<file path="src/rtl/flash_erase_pkg.sv">
package flash_erase_pkg;

  localparam logic [7:0] OP_WREN   = 8'h06;
  localparam logic [7:0] OP_RDSR   = 8'h05;
  localparam logic [7:0] OP_BULK   = 8'hC7;
  localparam logic [7:0] OP_SECTOR = 8'hD8;
  localparam logic [7:0] OP_SUBSEC = 8'h20;

  localparam int FRAME_W = 32;

  typedef enum logic [2:0] {
    SQ_IDLE, SQ_WREN, SQ_WELCHK, SQ_ERASE, SQ_POLL
  } seq_state_t;

  typedef enum logic [2:0] {
    SH_IDLE, SH_LO, SH_HI, SH_TAIL, SH_GAP
  } shift_state_t;

endpackage

</file>
<file path="src/rtl/fe_tick_gen.sv">
module fe_tick_gen #(
  parameter int DIV = 2
) (
  input  logic clk,
  input  logic rst,
  input  logic restart,
  input  logic run,
  output logic tick
);
  localparam int CW = (DIV > 1) ? $clog2(DIV) : 1;

  logic [CW-1:0] cnt;

  assign tick = run && (cnt == CW'(DIV - 1));

  always_ff @(posedge clk) begin
    if (rst || restart || !run || tick) cnt <= '0;
    else                                cnt <= cnt + 1'b1;
  end
endmodule

</file>
<file path="src/rtl/fe_shifter.sv">
module fe_shifter
  import flash_erase_pkg::*;
#(
  parameter int DIV       = 2,
  parameter int GAP_TICKS = 4
) (
  input  logic               clk,
  input  logic               rst,
  input  logic               start,
  input  logic [FRAME_W-1:0] tx_word,
  input  logic [5:0]         nbits,
  output logic               cs_n,
  output logic               sclk,
  output logic               mosi,
  input  logic               miso,
  output logic [7:0]         rx_byte,
  output logic               done
);
  localparam int GW      = $clog2(GAP_TICKS) + 1;
  localparam int GAP_SYS = GAP_TICKS * DIV;
  localparam int HW      = $clog2(GAP_SYS + 1) + 1;

  shift_state_t       st;
  logic [FRAME_W-1:0] sr;
  logic [5:0]         bitcnt, last;
  logic [GW-1:0]      gcnt;
  logic               tick;

  fe_tick_gen #(.DIV(DIV)) u_tick (
    .clk(clk), .rst(rst),
    .restart(start && st == SH_IDLE),
    .run(st != SH_IDLE),
    .tick(tick)
  );

  always_ff @(posedge clk) begin
    if (rst) begin
      st <= SH_IDLE; cs_n <= 1'b1; sclk <= 1'b0; mosi <= 1'b0;
      done <= 1'b0; sr <= '0; bitcnt <= '0; last <= '0; gcnt <= '0;
      rx_byte <= '0;
    end else begin
      done <= 1'b0;
      case (st)
        SH_IDLE: if (start) begin
          sr     <= tx_word;
          last   <= nbits - 6'd1;
          bitcnt <= '0;
          cs_n   <= 1'b0;
          mosi   <= tx_word[FRAME_W-1];
          st     <= SH_LO;
        end
        SH_LO: if (tick) begin
          sclk    <= 1'b1;
          rx_byte <= {rx_byte[6:0], miso};
          st      <= SH_HI;
        end
        SH_HI: if (tick) begin
          sclk <= 1'b0;
          if (bitcnt == last) begin
            st <= SH_TAIL;
          end else begin
            bitcnt <= bitcnt + 6'd1;
            sr     <= sr << 1;
            mosi   <= sr[FRAME_W-2];
            st     <= SH_LO;
          end
        end
        SH_TAIL: if (tick) begin
          cs_n <= 1'b1;
          mosi <= 1'b0;
          gcnt <= '0;
          st   <= SH_GAP;
        end
        SH_GAP: if (tick) begin
          if (gcnt == GW'(GAP_TICKS - 1)) begin
            st   <= SH_IDLE;
            done <= 1'b1;
          end else begin
            gcnt <= gcnt + 1'b1;
          end
        end
        default: st <= SH_IDLE;
      endcase
    end
  end

  // Chip-select high time, saturating, used only by the gap check below.
  logic [HW-1:0] cs_hi_cnt;
  always_ff @(posedge clk) begin
    if (rst)                         cs_hi_cnt <= HW'(GAP_SYS);
    else if (!cs_n)                  cs_hi_cnt <= '0;
    else if (cs_hi_cnt < HW'(GAP_SYS)) cs_hi_cnt <= cs_hi_cnt + 1'b1;
  end

  AST_SCLK_IDLE_LOW: assert property (@(posedge clk) disable iff (rst)
    cs_n |-> !sclk);

  AST_MOSI_HELD_HIGH: assert property (@(posedge clk) disable iff (rst)
    (!cs_n && sclk) |-> $stable(mosi));

  AST_CS_GAP_MIN: assert property (@(posedge clk) disable iff (rst)
    $fell(cs_n) |-> (cs_hi_cnt >= HW'(GAP_SYS)));
endmodule

</file>
<file path="src/rtl/flash_erase_seq.sv">
module flash_erase_seq
  import flash_erase_pkg::*;
#(
  parameter int CLK_DIV     = 2,
  parameter int CS_GAP_CLKS = 2,
  parameter int POLL_W      = 8
) (
  input  logic              clk,
  input  logic              rst,
  input  logic              req_valid,
  input  logic [1:0]        req_type,
  input  logic [23:0]       req_addr,
  input  logic [POLL_W-1:0] poll_limit,
  output logic              busy,
  output logic              done,
  output logic              err_wel,
  output logic              err_timeout,
  output logic              spi_cs_n,
  output logic              spi_sclk,
  output logic              spi_mosi,
  input  logic              spi_miso
);
  localparam int GAP_TICKS = 2 * CS_GAP_CLKS;

  seq_state_t         st;
  logic [1:0]         etype;
  logic [23:0]        eaddr;
  logic [POLL_W-1:0]  pollcnt;
  logic               sh_start, sh_done;
  logic [FRAME_W-1:0] sh_word;
  logic [5:0]         sh_bits;
  logic [7:0]         sh_rx;

  fe_shifter #(.DIV(CLK_DIV), .GAP_TICKS(GAP_TICKS)) u_shift (
    .clk(clk), .rst(rst), .start(sh_start), .tx_word(sh_word),
    .nbits(sh_bits), .cs_n(spi_cs_n), .sclk(spi_sclk), .mosi(spi_mosi),
    .miso(spi_miso), .rx_byte(sh_rx), .done(sh_done)
  );

  always_ff @(posedge clk) begin
    if (rst) begin
      st <= SQ_IDLE; busy <= 1'b0; done <= 1'b0; err_wel <= 1'b0;
      err_timeout <= 1'b0; etype <= '0; eaddr <= '0; pollcnt <= '0;
      sh_start <= 1'b0; sh_word <= '0; sh_bits <= '0;
    end else begin
      done     <= 1'b0;
      sh_start <= 1'b0;
      case (st)
        SQ_IDLE: if (req_valid) begin
          etype <= req_type; eaddr <= req_addr;
          err_wel <= 1'b0; err_timeout <= 1'b0; busy <= 1'b1;
          sh_word <= {OP_WREN, 24'h0}; sh_bits <= 6'd8; sh_start <= 1'b1;
          st <= SQ_WREN;
        end
        SQ_WREN: if (sh_done) begin
          sh_word <= {OP_RDSR, 24'h0}; sh_bits <= 6'd16; sh_start <= 1'b1;
          st <= SQ_WELCHK;
        end
        SQ_WELCHK: if (sh_done) begin
          if (!sh_rx[1]) begin
            err_wel <= 1'b1; done <= 1'b1; busy <= 1'b0; st <= SQ_IDLE;
          end else begin
            case (etype)
              2'b00:   begin sh_word <= {OP_BULK, 24'h0};  sh_bits <= 6'd8;  end
              2'b01:   begin sh_word <= {OP_SECTOR, eaddr}; sh_bits <= 6'd32; end
              default: begin sh_word <= {OP_SUBSEC, eaddr}; sh_bits <= 6'd32; end
            endcase
            sh_start <= 1'b1;
            st <= SQ_ERASE;
          end
        end
        SQ_ERASE: if (sh_done) begin
          sh_word <= {OP_RDSR, 24'h0}; sh_bits <= 6'd16; sh_start <= 1'b1;
          pollcnt <= POLL_W'(1);
          st <= SQ_POLL;
        end
        SQ_POLL: if (sh_done) begin
          if (!sh_rx[0]) begin
            done <= 1'b1; busy <= 1'b0; st <= SQ_IDLE;
          end else if (pollcnt >= poll_limit) begin
            err_timeout <= 1'b1; done <= 1'b1; busy <= 1'b0; st <= SQ_IDLE;
          end else begin
            pollcnt  <= pollcnt + 1'b1;
            sh_start <= 1'b1;
          end
        end
        default: st <= SQ_IDLE;
      endcase
    end
  end

  AST_POLL_BOUND: assert property (@(posedge clk) disable iff (rst)
    (st == SQ_POLL && poll_limit != '0) |-> (pollcnt <= poll_limit));

  AST_IDLE_BUS_QUIET: assert property (@(posedge clk) disable iff (rst)
    !busy |-> spi_cs_n);

  AST_DONE_NOT_BUSY: assert property (@(posedge clk) disable iff (rst)
    done |-> !busy);

  AST_REQ_HELD: assert property (@(posedge clk) disable iff (rst)
    (busy && $past(busy)) |-> ($stable(eaddr) && $stable(etype)));
endmodule

</file>
<file path="config.mk">
export PLATFORM = sky130hd
export DESIGN_NAME = flash_erase_seq
export DESIGN_NICKNAME = d
export VERILOG_FILES = /design/src/rtl/flash_erase_pkg.sv /design/src/rtl/fe_tick_gen.sv /design/src/rtl/fe_shifter.sv /design/src/rtl/flash_erase_seq.sv
export SDC_FILE = /design/constraint.sdc
export NUM_CORES = 1
export LEC_CHECK = 0
export ABC_CLOCK_PERIOD_IN_PS = 5300
export BUFFER_PORTS_ARGS = -buffer_cell sky130_fd_sc_hd__buf_2
export CAP_MARGIN = 20
export CELL_PAD_IN_SITES_DETAIL_PLACEMENT = 0
export CELL_PAD_IN_SITES_GLOBAL_PLACEMENT = 1
export CORE_MARGIN = 3
export CORE_UTILIZATION = 50
export CTS_CLUSTER_DIAMETER = 100
export DETAILED_ROUTE_END_ITERATION = 6
export PLACE_DENSITY = 0.84
export SYNTH_ARGS = -nofsm -noshare
export SYNTH_HDL_FRONTEND = slang
export SYNTH_HIERARCHICAL = 1
export SYNTH_SLANG_ARGS = --single-unit
export TNS_END_PERCENT = 5
</file>
<file path="constraint.sdc">
create_clock -name clk -period 5.3 [get_ports clk]
set_input_delay 0 -clock clk [delete_from_list [all_inputs] [get_ports clk]]
set_output_delay 0 -clock clk [all_outputs]
set_load 0.05 [all_outputs]
</file>
==> impl_metrics.json <==
{
  "fin_nets": 746,
  "ff2ff_setup_slack_ns": 2.78,
  "p_leak_nw": 2.53,
  "setup_viol": 0,
  "cts_sinks": 131,
  "finalHoldViolations": 0,
  "antenna_found_initial": 0,
  "worst-r2r-cell-count": 8,
  "ant_nets": 0,
  "hp-class": "in2reg",
  "grt_overflow_total": 0,
  "slew_viol_final": 0,
  "outcome": "finished clean",
  "r2r-end": "u_shift/sr[23]$_SDFFE_PP0P_",
  "critPathTopFamily": "compound AO/OA/AOI/OAI gates",
  "met2WireLength_um": 5590,
  "wl_met3_um": 456,
  "synth_warnings": 6,
  "core_mm2": 0.0110,
  "cts_root_buffer": "clkbuf_16",
  "grt_max_degree": 107,
  "cts.reportedPaths.clkPinSlew_ns": 0.06,
  "cp.depth": 8,
  "row_count": 38,
  "utilization": 0.618,
  "setup_tns_ns": 0,
  "rsz0062_at_grt": "no",
  "grt_pass1_vias": 4266,
  "power_w": 0.00231,
  "totalWireLength_um": 11500,
  "drtIter0Drc": 240,
  "finClkSkew_ns": 0.00873,
  "hpwl_um": 7190,
  "min_period_ns": 2.52,
  "port_buffers": 44,
  "tightest_slew_ns": 1.01,
  "crit_buf_inv": 1,
  "dieArea_mm2": 0.0128,
  "cpMaxStageDelayCell": "dfxtp_1",
  "maxCapViolCount": 0,
  "io-pin-count": 45,
  "vias_per_cell": 5.32,
  "cp.required_ns": 5.62,
  "holdBufCountCts": 27,
  "cts_tree": "done",
  "cp-startpoint": "u_shift/st[2]$_SDFFE_PP0P_",
  "die_y_um": 113,
  "end_kind": "flip-flop",
  "start_kind": "flip-flop",
  "clk_latency_ns": 0.41,
  "area_delta_synth_final_pct": 19.0,
  "syn_area_per_cell_um2": 9.04,
  "synth_area_mm2": 0.00573,
  "post-route-period-util": 0.475,
  "final_layout_size_suffix_gt1_frac": 0.137,
  "netlist_instances": 634,
  "clockBufferDepth": 2,
  "cts_max_level": 4,
  "cp_data_arrival_time_ns": 2.84,
  "placed_area_mm2": 0.00593,
  "fmax_ghz": 0.398,
  "gp_congestion": 0.815,
  "r2r-start": "u_shift/st[2]$_SDFFE_PP0P_",
  "cts_resized": 0,
  "power.density_mw_per_mm2": 339,
  "numCtsBuffers": 17,
  "grt_usage": 0.191,
  "slowest_delay_ns": 0.55,
  "crit_type": "reg2reg",
  "ir_drop_v": 0.000296,
  "die_x_um": 113,
  "wl_per_cell_um": 13.6,
  "slew-limit-headroom": 0.328,
  "hold_slack_ns": 0.0313,
  "vias": 4508,
  "met1_length_um": 5420,
  "firstDrtPassIters": 5,
  "diodes": 0,
  "cts_setup_buffers": 0,
  "crit_end": "u_shift/sr[23]$_SDFFE_PP0P_",
  "grt_pass1_wl_um": 19900,
  "path_max_fanout": 47,
  "dr.max_layer_used": "met4",
  "start_util": 0.520,
  "final_area_mm2": 0.00682,
  "drcViolationCount": 0,
  "cp_cell_sequence": "or3_1 -> and2_1 -> nand2_1 -> a21boi_2 -> o21a_2 -> buf_12 -> nor2_1 -> a211oi_1"
}
## area by class of cell
class / count / area (µm²)
repair buffers: 77 / 578
clock inverters: 9 / 108
multi-input cells: 450 / 2820
clock buffers: 23 / 448
fillers: 962 / 4210
flip-flops and latches: 131 / 2620
well taps: 140 / 175
inverters: 18 / 67.6
## sequential cells by signal, summed over array words and instances, names as in the netlist, 2 cells and up
name and count:
pollcnt 8, u_shift/rx_byte 2, u_shift/bitcnt 6, st 3, u_shift/last 6, sh_word 30, etype 2, eaddr 24
u_shift/st 3, u_shift/gcnt 3, sh_bits 3, u_shift/sr 31
## per-stage QoR
step	worst slack (ns)	std cells
3_3_place_gp	2.60	786
3_5_place_dp	2.46	786
2_1_floorplan	3.38	641
5_1_grt	2.54	848
4_1_cts	2.44	845
6_report	2.78	848
## where the power goes
part           switching [W]  internal [W]
combinational      0.0000964     0.0000738
clock               0.000410      0.000690
sequential         0.0000216       0.00102
total               0.000528       0.00178
## worst reg2reg max path, delay by kind of cell, from the launching register on
| family | cells | cell delay [ns] |
|---|---|---|
| AOI/OAI and AO/OA | 3 | 0.91 |
| DFF | 1 | 0.55 |
| buffers and inverters | 1 | 0.27 |
| and+or+nand+nor | 4 | 0.69 |
## worst min path at each step
stage / from / end / slack, ns / cells after the start
after floorplan: rst / u_shift/u_tick/cnt$_SDFF_PP0_ / 0.07 / 1
after global placement: req_addr[23] / eaddr[23]$_SDFFE_PP0P_ / 0.24 / 3
after detailed placement: req_addr[0] / eaddr[0]$_SDFFE_PP0P_ / 0.25 / 3
after CTS: req_valid / sh_start$_SDFF_PP0_ / 0.04 / 5
after global routing: rst / eaddr[11]$_SDFFE_PP0P_ / 0.04 / 2
final: rst / etype[1]$_SDFFE_PP0P_ / 0.03 / 2
## routing by layer
metal | track usage | vias to the layer above
li1 | - | 2358
met3 | 0.0545 | 5
met5 | 0 | -
met1 | 0.243 | 2074
met2 | 0.312 | 71
met4 | 0.0649 | 0
## cells in the final DEF (no fill, tap or decap), types with 5 or more instances in the layout
cell type      count
o21ai_0            9
nand2_1           82
a21oi_1           51
buf_2             43
inv_1             17
ha_1              13
clkbuf_16         17
nor2b_1            5
clkbuf_1           6
nand2b_1           5
nor2_1            67
xnor2_1           12
and2_1             7
dlygate4sd3_1     27
mux2i_1           38
a211oi_1          38
conb_1             8
nand3_1           11
a22o_1            24
or3_1              6
nor3_1            14
a31oi_1            5
dfxtp_1          131
(Power assumes the default switching activity.)
